File: src/rtl/rxchk_pkg.sv
package rxchk_pkg;

  localparam int WORD_W = 32;
  localparam int LEN_W  = 11;
  localparam logic [WORD_W-1:0] CRC_POLY = 32'h04C1_1DB7;
  localparam logic [WORD_W-1:0] CRC_SEED = 32'hFFFF_FFFF;

  typedef struct packed {
    logic             reserved;
    logic             has_data;
    logic             four_dw;
    logic             is_mem;
    logic             digest;
    logic [LEN_W-1:0] len_dw;
  } hdr0_t;

  typedef enum logic [1:0] {
    V_GOOD      = 2'd0,
    V_MALFORMED = 2'd1,
    V_UNSUP     = 2'd2,
    V_DIGEST    = 2'd3
  } verdict_e;

  // Decode the leading header word into the fields that steer the packet.
  function automatic hdr0_t decode_dw0(logic [WORD_W-1:0] w);
    hdr0_t d;
    d.reserved = w[31];
    d.has_data = w[30];
    d.four_dw  = w[29];
    d.is_mem   = (w[28:24] == 5'd0);
    d.digest   = w[15];
    d.len_dw   = (w[9:0] == 10'd0) ? 11'd1024 : {1'b0, w[9:0]};
    return d;
  endfunction

  // Total words a well-formed packet with this leading word must carry.
  function automatic logic [12:0] expected_words(hdr0_t d);
    logic [12:0] n;
    n = d.four_dw ? 13'd4 : 13'd3;
    if (d.has_data) n = n + {2'b00, d.len_dw};
    if (d.digest)   n = n + 13'd1;
    return n;
  endfunction

  // One 32-bit CRC step, most significant bit of the word first.
  function automatic logic [WORD_W-1:0] crc_step(logic [WORD_W-1:0] c,
                                                 logic [WORD_W-1:0] w);
    logic [WORD_W-1:0] r;
    logic fb;
    r = c;
    for (int i = WORD_W - 1; i >= 0; i--) begin
      fb = r[WORD_W-1] ^ w[i];
      r  = {r[WORD_W-2:0], 1'b0};
      if (fb) r = r ^ CRC_POLY;
    end
    return r;
  endfunction

endpackage

File: src/rtl/rxchk_verdict.sv
module rxchk_verdict
  import rxchk_pkg::*;
#(
  parameter int MAX_PAYLOAD_DW = 32
) (
  input  hdr0_t             hdr,
  input  logic [12:0]       total,
  input  logic [WORD_W-1:0] last_word,
  input  logic [WORD_W-1:0] digest_expect,
  output verdict_e          verdict
);

  logic oversize, count_bad, malformed, digest_bad;

  always_comb begin
    oversize   = hdr.has_data && (hdr.len_dw > LEN_W'(MAX_PAYLOAD_DW));
    count_bad  = (total != expected_words(hdr));
    malformed  = hdr.reserved || oversize || count_bad;
    digest_bad = hdr.digest && (last_word != digest_expect);
    if (malformed)        verdict = V_MALFORMED;
    else if (!hdr.is_mem) verdict = V_UNSUP;
    else if (digest_bad)  verdict = V_DIGEST;
    else                  verdict = V_GOOD;
  end

endmodule

File: config.mk
export PLATFORM = sky130hd
export DESIGN_NAME = rxchk_verdict
export DESIGN_NICKNAME = d
export VERILOG_FILES = /design/src/rtl/rxchk_pkg.sv /design/src/rtl/rxchk_verdict.sv
export SDC_FILE = /design/constraint.sdc
export NUM_CORES = 1
export LEC_CHECK = 0
export BUFFER_PORTS_ARGS = -buffer_cell sky130_fd_sc_hd__buf_2
export CAP_MARGIN = 20
export CELL_PAD_IN_SITES_DETAIL_PLACEMENT = 2
export CELL_PAD_IN_SITES_GLOBAL_PLACEMENT = 2
export CORE_MARGIN = 10
export CORE_UTILIZATION = 20
export DETAILED_ROUTE_END_ITERATION = 8
export MAX_ROUTING_LAYER = met4
export PLACE_DENSITY = 0.85
export RECOVER_POWER = 50
export REMOVE_ABC_BUFFERS = 1
export SYNTH_ARGS = -nofsm -noshare
export SYNTH_HDL_FRONTEND = slang
export SYNTH_SLANG_ARGS = --single-unit
File: constraint.sdc
create_clock -name vclk -period 3.45
set_clock_uncertainty 0.05 [all_clocks]
set_input_delay 0.345 -clock vclk [all_inputs]
set_output_delay 0.345 -clock vclk [all_outputs]
set_load 0.05 [all_outputs]
==> run metrics <==
outcome=complete, but fails checks; failing checks=negative setup slack; sequential cell count=0; highest-count cells in the layout ignoring fill and taps=buf_2 (91), xnor2_1 (45), buf_4 (37), nand2_1 (13), nand4_1 (10); Net Sw Frac=0.4972; top cell type's share of synthesized area=0.2745; Vias=2093; WP buf/inv=8; top cells by area, synth=xnor2_1 (27%), nand4_1 (4.3%), nand2_1 (3.6%), xor2_1 (3.6%), ha_1 (3.4%); cell family with the largest share of critical-path delay=compound AO/OA/AOI/OAI gates; Area growth syn-to-layout=72.04%; Core ar.=7176 µm²; library cells used by synthesis=55; residual DRC count=0; port bufs=95; Final Hold Fails=0; Crit. path cell count=15; Lkg Pwr=1.008 nW; Reg area=0 µm²; Final Critical Period=3.740 ns; Avg WL per Cell=20.72 µm; chip width=105.7 µm; crit-path most repeated cell=buf_4; YS warnings=0; Placed Area=2281 µm²; vias per cell=4.936; leading area contributor after synthesis=xnor2_1; FP Rows=31; Seq/Total Area, Yosys=0; diode count=0; achievable clock frequency=0.2674 GHz; CLK BUF=0; TritonRoute pass-1 iters=4; Final Max Tran Viols=0; Hold Path Depth=3; pin count of the biggest net entering global routing=13; Crit. End Element=output pin; measured slew at the worst slew-check pin=0.4842 ns; Final Cell Area=2525 µm²; io pins=95; initial core utilization=0.2045; Final HPWL DP=7066 µm; dpl cells=417; Antenna Nets Post-Route=0; pwr/cell area=144.6 nW/µm²; Reg power frac=0; Tcrit/Tclk final=1.084; final worst setup slack=-0.2898 ns; Netlist Area Pre-Place=1468 µm²; Final Wtd Congestion=0.8129; Clk pwr share=0; setup violators final=2; ratio of cells with drive above 1 in the final layout=0.5262; NetSw=181.6 µW; critical path class=primary input to output pin; max_slew headroom=0.6738; Slowest cell on crit path=a2111oi_4; # fillers=869; CP cell instances=buf_8, inv_4, buf_4, fa_2, buf_4, xnor2_1, buf_4, buf_4, buf_4, xnor2_1, a41oi_1, a2111oi_4, o2111ai_2, a221o_1, buf_6; Total Wirelength=8784 µm; die area=11170 µm²; most common cell after layout, fill and taps aside=buf_2; RSZ-0062 raised after global routing=yes; initial antenna violation count=0; Die Y-Extent=105.7 µm; WP data arrival=3.34 ns; Peak VDD IR=0.05542 mV; HP Class=primary input to output pin; vias in the first global route=2428; cell internal pwr=183.6 µW; critical-path maximum fanout=3; Syn Inst Count=196; # Max-Cap Violations=0; Worst Path Required=3.05 ns; CP peak stage delay=0.42 ns; GRT Total Usage=0.1428; synthesized area per cell=7.488 µm²; global-route wire length before repair=12870 µm; Overflow after GRT=0; Nets=425; Finished Layout Cells=424; drt initial violations=72; Worst setup SP type=primary input; Comb pwr share=1.000
path summary, 6_finish.rpt:
check	slack [ns]	startpoint	end
worst max-delay path	-0.29	hdr[13]	verdict[0]
worst min-delay path	1.03	hdr[12]	verdict[0]
Yosys cell counts (2+ instances only):
master     instances
o31a_1             3
o31ai_1            3
inv_1              3
nor2_1             8
o2bb2ai_1          2
a311oi_1           2
o21a_1             2
xnor2_1           46
a211oi_1           3
nand2b_1           2
o21ai_0            7
nand3_1            7
ha_1               4
and4_1             2
a21o_1             2
nor4b_1            3
xor2_1             6
or3_1              4
nor4_1             5
nand2_1           14
nor2b_1            3
or2_2              2
nand4_1           10
nor3_1             9
or4_1              4
buf_2              3
a21oi_1            5
mux2i_1            4
o22ai_1            2
through the flow:
| stage | hold WS, ns | utilization | setup WS, ns | TNS [ns] | power (mW) |
|---|---|---|---|---|---|
| after floorplan | 0.9459 | - | -0.9680 | -1.190 | 0.1539 |
| after global placement | 1.093 | 0.3179 | -0.3663 | -0.6942 | 0.2957 |
| after detailed placement | 1.113 | 0.3179 | -0.4964 | -0.9602 | 0.3148 |
| after CTS | 1.036 | 0.3384 | -0.2009 | -0.3271 | 0.3374 |
| after global routing | 1.066 | 0.3519 | -0.3949 | -0.7538 | 0.3937 |
| final | 1.032 | 0.3519 | -0.2898 | -0.5538 | 0.3652 |
power groups by stage:
stage	logic [mW]	registers [mW]	clock network, mW
after floorplan	0.154	0	0
after global placement	0.296	0	0
after detailed placement	0.315	0	0
after CTS	0.337	0	0
after global routing	0.394	0	0
final	0.365	0	0
area by class of cell:
| class | instances | area, µm² | area share |
|---|---|---|---|
| Multi-Input combinational cell | 188 | 1583 | 0.6269 |
| Inverter | 3 | 13.76 | 0.005451 |
| Tap cell | 99 | 123.9 | 0.04906 |
| Timing Repair Buffer | 134 | 804.5 | 0.3186 |
logic make-up (layout without fill, tap and decap cells):
family / count (synthesis) / count (layout) / share of synthesized area
compound gates: 42 / 42 / 0.2310
xor+xnor: 52 / 52 / 0.3103
fa+ha+maj: 5 / 5 / 0.04774
buf+inv: 8 / 137 / 0.02557
mux: 5 / 5 / 0.03495
simple gates: 84 / 84 / 0.3504
layer usage:
layer | share of wire | global-route usage
met3 | 0.025 | 0.008526
met1 | 0.41 | 0.1483
met2 | 0.56 | 0.2920
met4 | 0.0054 | 0.01451
met5 | 0 | -
what timing repair did:
action,in CTS,in global routing
endpoints found under the setup margin,2,2
setup buffers,3,4
endpoints found under the hold margin,0,0
resized for setup,26,13
pin swaps,12,8
hold buffers,0,0
(Power assumes the default switching activity.)
